[src/rtl/rwg_pkg.sv]
package rwg_pkg;

  localparam int NUM_BOUNDS = 4;
  localparam int B_COP_LO   = 0;
  localparam int B_COP_HI   = 1;
  localparam int B_SH_LO    = 2;
  localparam int B_SH_HI    = 3;

  localparam int BIT_EN     = 7;
  localparam int BIT_IE     = 1;
  localparam int BIT_FLAG   = 0;

  typedef enum logic [1:0] {
    RD_NONE  = 2'd0,
    RD_CTRL  = 2'd1,
    RD_BOUND = 2'd2
  } rdSel_e;

  typedef struct packed {
    logic                  ctrlWr;
    logic [NUM_BOUNDS-1:0] boundWr;
    rdSel_e                rdSel;
    logic [1:0]            boundIdx;
  } regStrobe_t;

endpackage

[src/rtl/rwg_ctrl.sv]
module rwg_ctrl
  import rwg_pkg::*;
#(
  parameter int          REG_AW   = 12,
  parameter logic [11:0] CTRL_OFS = 12'h11C
) (
  input  logic              regSel,
  input  logic              regWrite,
  input  logic [REG_AW-1:0] regAddr,
  output regStrobe_t        strobe
);

  localparam logic [REG_AW-1:0] CTRL_ADDR = REG_AW'(CTRL_OFS);

  always_comb begin
    strobe          = '0;
    strobe.rdSel    = RD_NONE;
    if (regSel) begin
      if (regAddr == CTRL_ADDR) begin
        strobe.rdSel  = RD_CTRL;
        strobe.ctrlWr = regWrite;
      end
      for (int i = 0; i < NUM_BOUNDS; i++) begin
        if (regAddr == CTRL_ADDR + REG_AW'(i + 1)) begin
          strobe.rdSel      = RD_BOUND;
          strobe.boundIdx   = 2'(i);
          strobe.boundWr[i] = regWrite;
        end
      end
    end
  end

endmodule

[src/rtl/rwg_datapath.sv]
module rwg_datapath
  import rwg_pkg::*;
#(
  parameter int RAM_AW = 16,
  parameter int DATA_W = 16
) (
  input  logic                                clk,
  input  logic                                rstN,
  input  regStrobe_t                          strobe,
  input  logic [DATA_W-1:0]                   regWdata,
  output logic [DATA_W-1:0]                   regRdata,
  input  logic                                cpuWrEn,
  input  logic [RAM_AW-1:0]                   cpuAddr,
  output logic                                cpuWrAllow,
  input  logic                                copWrEn,
  input  logic [RAM_AW-1:0]                   copAddr,
  output logic                                copWrAllow,
  output logic                                irq,
  output logic                                protEnQ,
  output logic                                irqEnQ,
  output logic                                violFlagQ,
  output logic [NUM_BOUNDS-1:0][RAM_AW-1:0]   boundQ
);

  function automatic logic inWindow(input logic [RAM_AW-1:0] a,
                                    input logic [RAM_AW-1:0] lo,
                                    input logic [RAM_AW-1:0] hi);
    return (a >= lo) && (a <= hi);
  endfunction

  logic unusedWdata;
  assign unusedWdata = ^regWdata;

  // bound registers, frozen while protection is on
  for (genvar g = 0; g < NUM_BOUNDS; g++) begin : gBound
    always_ff @(posedge clk or negedge rstN) begin
      if (!rstN) begin
        boundQ[g] <= '0;
      end else if (strobe.boundWr[g] && !protEnQ) begin
        boundQ[g] <= regWdata[RAM_AW-1:0];
      end
    end
  end

  logic cpuInCop, copInCop, copInShared, cpuViolation;

  always_comb begin
    cpuInCop     = inWindow(cpuAddr, boundQ[B_COP_LO], boundQ[B_COP_HI]);
    copInCop     = inWindow(copAddr, boundQ[B_COP_LO], boundQ[B_COP_HI]);
    copInShared  = inWindow(copAddr, boundQ[B_SH_LO],  boundQ[B_SH_HI]);
    cpuViolation = cpuWrEn && protEnQ && cpuInCop;
    cpuWrAllow   = cpuWrEn && !cpuViolation;
    copWrAllow   = copWrEn && (!protEnQ || copInCop || copInShared);
    irq          = irqEnQ && violFlagQ;
  end

  always_ff @(posedge clk or negedge rstN) begin
    if (!rstN) begin
      protEnQ   <= 1'b0;
      irqEnQ    <= 1'b0;
      violFlagQ <= 1'b0;
    end else begin
      if (strobe.ctrlWr) begin
        protEnQ <= regWdata[BIT_EN];
        irqEnQ  <= regWdata[BIT_IE];
      end
      if (cpuViolation) begin
        violFlagQ <= 1'b1;
      end else if (strobe.ctrlWr && regWdata[BIT_FLAG]) begin
        violFlagQ <= 1'b0;
      end
    end
  end

  always_comb begin
    regRdata = '0;
    unique case (strobe.rdSel)
      RD_CTRL:  regRdata = DATA_W'({protEnQ, 5'b00000, irqEnQ, violFlagQ});
      RD_BOUND: regRdata = DATA_W'(boundQ[strobe.boundIdx]);
      default:  regRdata = '0;
    endcase
  end

endmodule

[src/rtl/ram_write_guard.sv]
module ram_write_guard
  import rwg_pkg::*;
#(
  parameter int          RAM_AW   = 16,
  parameter int          DATA_W   = 16,
  parameter int          REG_AW   = 12,
  parameter logic [11:0] CTRL_OFS = 12'h11C
) (
  input  logic              clk,
  input  logic              rstN,
  input  logic              regSel,
  input  logic              regWrite,
  input  logic [REG_AW-1:0] regAddr,
  input  logic [DATA_W-1:0] regWdata,
  output logic [DATA_W-1:0] regRdata,
  input  logic              cpuWrEn,
  input  logic [RAM_AW-1:0] cpuAddr,
  output logic              cpuWrAllow,
  input  logic              copWrEn,
  input  logic [RAM_AW-1:0] copAddr,
  output logic              copWrAllow,
  output logic              irq
);

  regStrobe_t                          strobe;
  logic                                protEnQ, irqEnQ, violFlagQ;
  logic [NUM_BOUNDS-1:0][RAM_AW-1:0]   boundQ;

  rwg_ctrl #(
    .REG_AW  (REG_AW),
    .CTRL_OFS(CTRL_OFS)
  ) uCtrl (
    .regSel  (regSel),
    .regWrite(regWrite),
    .regAddr (regAddr),
    .strobe  (strobe)
  );

  rwg_datapath #(
    .RAM_AW(RAM_AW),
    .DATA_W(DATA_W)
  ) uData (
    .clk       (clk),
    .rstN      (rstN),
    .strobe    (strobe),
    .regWdata  (regWdata),
    .regRdata  (regRdata),
    .cpuWrEn   (cpuWrEn),
    .cpuAddr   (cpuAddr),
    .cpuWrAllow(cpuWrAllow),
    .copWrEn   (copWrEn),
    .copAddr   (copAddr),
    .copWrAllow(copWrAllow),
    .irq       (irq),
    .protEnQ   (protEnQ),
    .irqEnQ    (irqEnQ),
    .violFlagQ (violFlagQ),
    .boundQ    (boundQ)
  );

endmodule

[config.mk]
export PLATFORM = sky130hd
export DESIGN_NAME = ram_write_guard
export DESIGN_NICKNAME = d
export VERILOG_FILES = /design/src/rtl/rwg_pkg.sv /design/src/rtl/rwg_ctrl.sv /design/src/rtl/rwg_datapath.sv /design/src/rtl/ram_write_guard.sv
export SDC_FILE = /design/constraint.sdc
export NUM_CORES = 1
export LEC_CHECK = 0
export CORE_ASPECT_RATIO = 0.5
export CORE_MARGIN = 4
export CORE_UTILIZATION = 56
export DETAILED_ROUTE_END_ITERATION = 10
export PLACE_DENSITY_LB_ADDON = 0.08
export SYNTH_ARGS = -nofsm -noshare
export SYNTH_HDL_FRONTEND = slang
export SYNTH_SLANG_ARGS = --single-unit
[constraint.sdc]
create_clock -name clk -period 3.45 [get_ports clk]
set_input_delay 0.69 -clock clk [delete_from_list [all_inputs] [get_ports clk]]
set_output_delay 0.69 -clock clk [all_outputs]
set_load 0.01 [all_outputs]
==> summary.txt, run 1 <==
Logic synthesis
  • Cell variety after synth: 55
  • Largest cells by area after synthesis: dfrtp_1 (30%), ha_1 (22%), mux2_4 (5.3%)
  • Seq/Total Area, Yosys: 29.7%
  • Register bit count reported by yosys: 67
  • EDFF count, synth: 0
  • Gate count after technology mapping: 586
  • Most used DFF post-synth: dfrtp_1
  • Share of the synthesized area in the top cell type: 29.7%
  • Cell taking the most area after synthesis: dfrtp_1
  • Async S/R FF share, synth: 100%
  • Synth Net Count: 750
  • Synth Warn #: 0
  • Syn Area/Cell: 9.65 µm²
  • Synthesized area: 5650 µm²

Timing
  • Setup Skew: 0.00676 ns
  • Final hold violations: 0
  • RSZ-0062 raised after global routing: true
  • Final worst setup slack: 0.0627 ns
  • Slew @ Worst Pin: 0.509 ns
  • Fin. max-slew vios: 0
  • Tmin final: 3.39 ns
  • FMAX: 0.295 GHz
  • Final setup viols: 0
  • Slew HR: 66.1%
  • Post-route clock period utilization: 98.2%

Worst setup path
  • Critical path capture point type: output port
  • CP startpoint: cpuAddr[13]
  • Crit path DAT: 2.70 ns
  • CP Max Fanout: 2
  • WP data required: 2.76 ns
  • R2R setup slack: 0.67 ns
  • Reg2reg path depth: 15
  • Critical path class: primary input to output port
  • Worst Setup Start Kind: primary input
  • FF-to-FF Start: uData.boundQ[17]$_DFFE_PN0P_
  • Worst Setup EP: cpuWrAllow
  • R2R Path End: uData.violFlagQ$_DFFE_PN0P_

Placement
  • IO buf count: 84
  • Placed cell count: 844
  • DP Area: 7020 µm²
  • Pre-CTS WS: -0.584 ns
  • DP HPWL: 12,900 µm
  • Routability cong.: 0.987

CTS
  • Sink Count: 67
  • H-tree depth: 3
  • Num CTS Buffers: 9
  • Clk slew on worst S/H paths: 0.06 ns
  • Post-CTS Hold Buffers: 0
  • Clock root cell: clkbuf_16
  • CTS tree: done
  • Clock Path Buffers: 2
  • Latest clock arrival within the worst-skew pair: 0.34 ns

Power and ir drop
  • Lkg Pwr: 3.81 nW
  • Tot Pwr: 2.13 mW
  • Pwr/cell area: 274 nW/µm²
  • Worst vdd ir: 239 µV

Floorplan
  • Die height: 79.0 µm
  • IO Count: 85
  • Core Region: 9630 µm²
  • Cell Rows: 25
  • Die X-Extent: 150 µm
  • DIE AREA: 11,900 µm²
  • Initial Utilization: 58.7%

Final layout
  • Antenna cells: 0
  • Fin cells: 882
  • Final core occ: 80.7%
  • Layout cells sized above 1: 26.4%
  • Post-route cell area: 7770 µm²
  • Area delta synth->final: 37.5%
  • Nets: 906
  • Fill cells: 643

Global route
  • Vias in the first global route: 5,527
  • Initial antenna violation count: 0
  • First-pass GRT wire length: 28,800 µm
  • Total gr overflow: 0
  • Overall routing resource usage: 32.1%
  • Pin count of the biggest net entering global routing: 38

Drt
  • Drt initial violations: 461
  • # DRC: 0
  • Vias per cell: 6.02
  • Via count: 5,312
  • Routed WL: 18,800 µm
  • TritonRoute pass-1 iters: 4
  • DR WL/cell: 21.3 µm
  • Antenna Violating Nets Remaining: 0

Job
  • Max Cap Viol: 0

Min path
  • Worst Hold Class: primary input to async pin

Outcome
  • Status: finished, final reports clean
power by group:
part | internal (mW) | switching [mW]
registers | 0.788 | 0.00170
logic | 0.164 | 0.160
clock network | 0.652 | 0.367
total | 1.60 | 0.528
per-stage QoR:
stage          setup TNS [ns]  hold WS (ns)
2_1_floorplan               0         0.394
3_3_place_gp            -8.17         0.467
3_5_place_dp            -9.46         0.480
4_1_cts                     0         0.384
5_1_grt               -0.0555         0.424
6_report                    0         0.376
critical path: stages:
cell and delay (ns):
clkdlybuf4s50_1 0.46, ha_1 0.33, a21oi_1 0.17, nor2b_1 0.08, o21ai_1 0.15, o21ai_0 0.14, o31ai_1 0.35, a31oi_1 0.16
clkbuf_2 0.17
routing by layer:
metal	share of wire [%]	track usage [%]
met2	46	52.2
met4	2.0	9.03
met5	0	0
met1	44	42.3
met3	8.3	8.95
cell families after synthesis:
logic type      share of synthesized area (%)
flops                                    29.7
buf+inv                                  6.37
fa+ha+maj                                21.7
compound gates                           16.4
simple gates                             13.1
mux                                      12.7
cells in the mapped netlist (2+ instances only):
| library cell | n |
|---|---|
| ha_1 | 98 |
| o21ai_0 | 32 |
| a31oi_1 | 16 |
| nand4_1 | 16 |
| o211a_1 | 13 |
| a21o_1 | 11 |
| buf_6 | 3 |
| a211oi_1 | 4 |
| o211ai_1 | 17 |
| nand2_1 | 53 |
| nand2b_1 | 4 |
| dfrtp_1 | 67 |
| nor2_1 | 22 |
| nor3_1 | 2 |
| mux2_2 | 21 |
| mux2i_1 | 7 |
| a221oi_1 | 2 |
| mux2_4 | 20 |
| a21oi_1 | 34 |
| mux2_1 | 10 |
| or4_1 | 2 |
| buf_4 | 2 |
| and3_1 | 2 |
| buf_2 | 6 |
| clkbuf_1 | 9 |
| nand3_1 | 8 |
| o21a_1 | 4 |
| inv_1 | 66 |
| o22ai_1 | 3 |
| nor2b_1 | 7 |
flip-flops by register name, summed over array words and instances (netlist names):
signal and count:
uData.irqEnQ 1, uData.protEnQ 1, uData.violFlagQ 1, uData.boundQ 64
repair_timing:
item | 4_1_cts | 5_1_grt
cloned | 3 | 0
resized for setup | 121 | 30
setup endpoints to repair | 18 | 16
hold endpoints to repair | 0 | 0
buffers inserted | 15 | 5
pin swaps | 23 | 19
how the worst min path moves through the flow:
stage,start,end,slack (ns),cells after the start
2_1_floorplan,rstN,uData.boundQ[0]$_DFFE_PN0P_,0.39,0
3_3_place_gp,uData.boundQ[12]$_DFFE_PN0P_,uData.boundQ[12]$_DFFE_PN0P_,0.47,1
3_5_place_dp,uData.boundQ[9]$_DFFE_PN0P_,uData.boundQ[9]$_DFFE_PN0P_,0.48,1
4_1_cts,rstN,uData.boundQ[57]$_DFFE_PN0P_,0.38,2
5_1_grt,rstN,uData.boundQ[9]$_DFFE_PN0P_,0.42,2
6_report,rstN,uData.boundQ[57]$_DFFE_PN0P_,0.38,2
layout make-up:
cell class	instances	area (µm²)	area share [%]
multi-input combinational	433	3840	49.4
inverter	66	248	3.19
clock inverter	6	88.8	1.14
tap	135	169	2.17
sequential	67	1680	21.6
clock buffer	10	239	3.07
timing repair buffer	165	1510	19.5
placed cells by master (no fill, tap or decap), types with 3 or more instances in the layout:
master           instances
a211oi_1                 4
a21o_1                  11
a21oi_1                 34
a31oi_1                 15
buf_12                   8
buf_2                   16
buf_4                   68
clkbuf_16                9
clkbuf_2                 3
clkdlybuf4s50_1         40
dfrtp_1                 67
dlygate4sd2_1           15
dlymetal6s2s_1           7
ha_1                    91
ha_4                     7
inv_1                   64
mux2_1                  10
mux2_2                  21
mux2_4                  20
mux2i_1                  3
nand2_1                 52
nand2b_1                 3
nand3_1                  8
nand4_1                 16
nor2_1                  20
nor2b_1                  6
o211a_1                 13
o211ai_1                17
o21a_1                   4
o21ai_0                 27
o21ai_1                  4
(Power assumes the default switching activity.)
==> run 2: changes to the inputs <==
--- a/config.mk
+++ b/config.mk
@@ -5,6 +5,7 @@
 export SDC_FILE = /design/constraint.sdc
 export NUM_CORES = 1
 export LEC_CHECK = 0
+export CAP_MARGIN = 0
 export CORE_ASPECT_RATIO = 0.5
 export CORE_MARGIN = 4
 export CORE_UTILIZATION = 56
==> results of run 2 <==
Same layout as run 1: the final DEF is identical, and so are final timing and power.
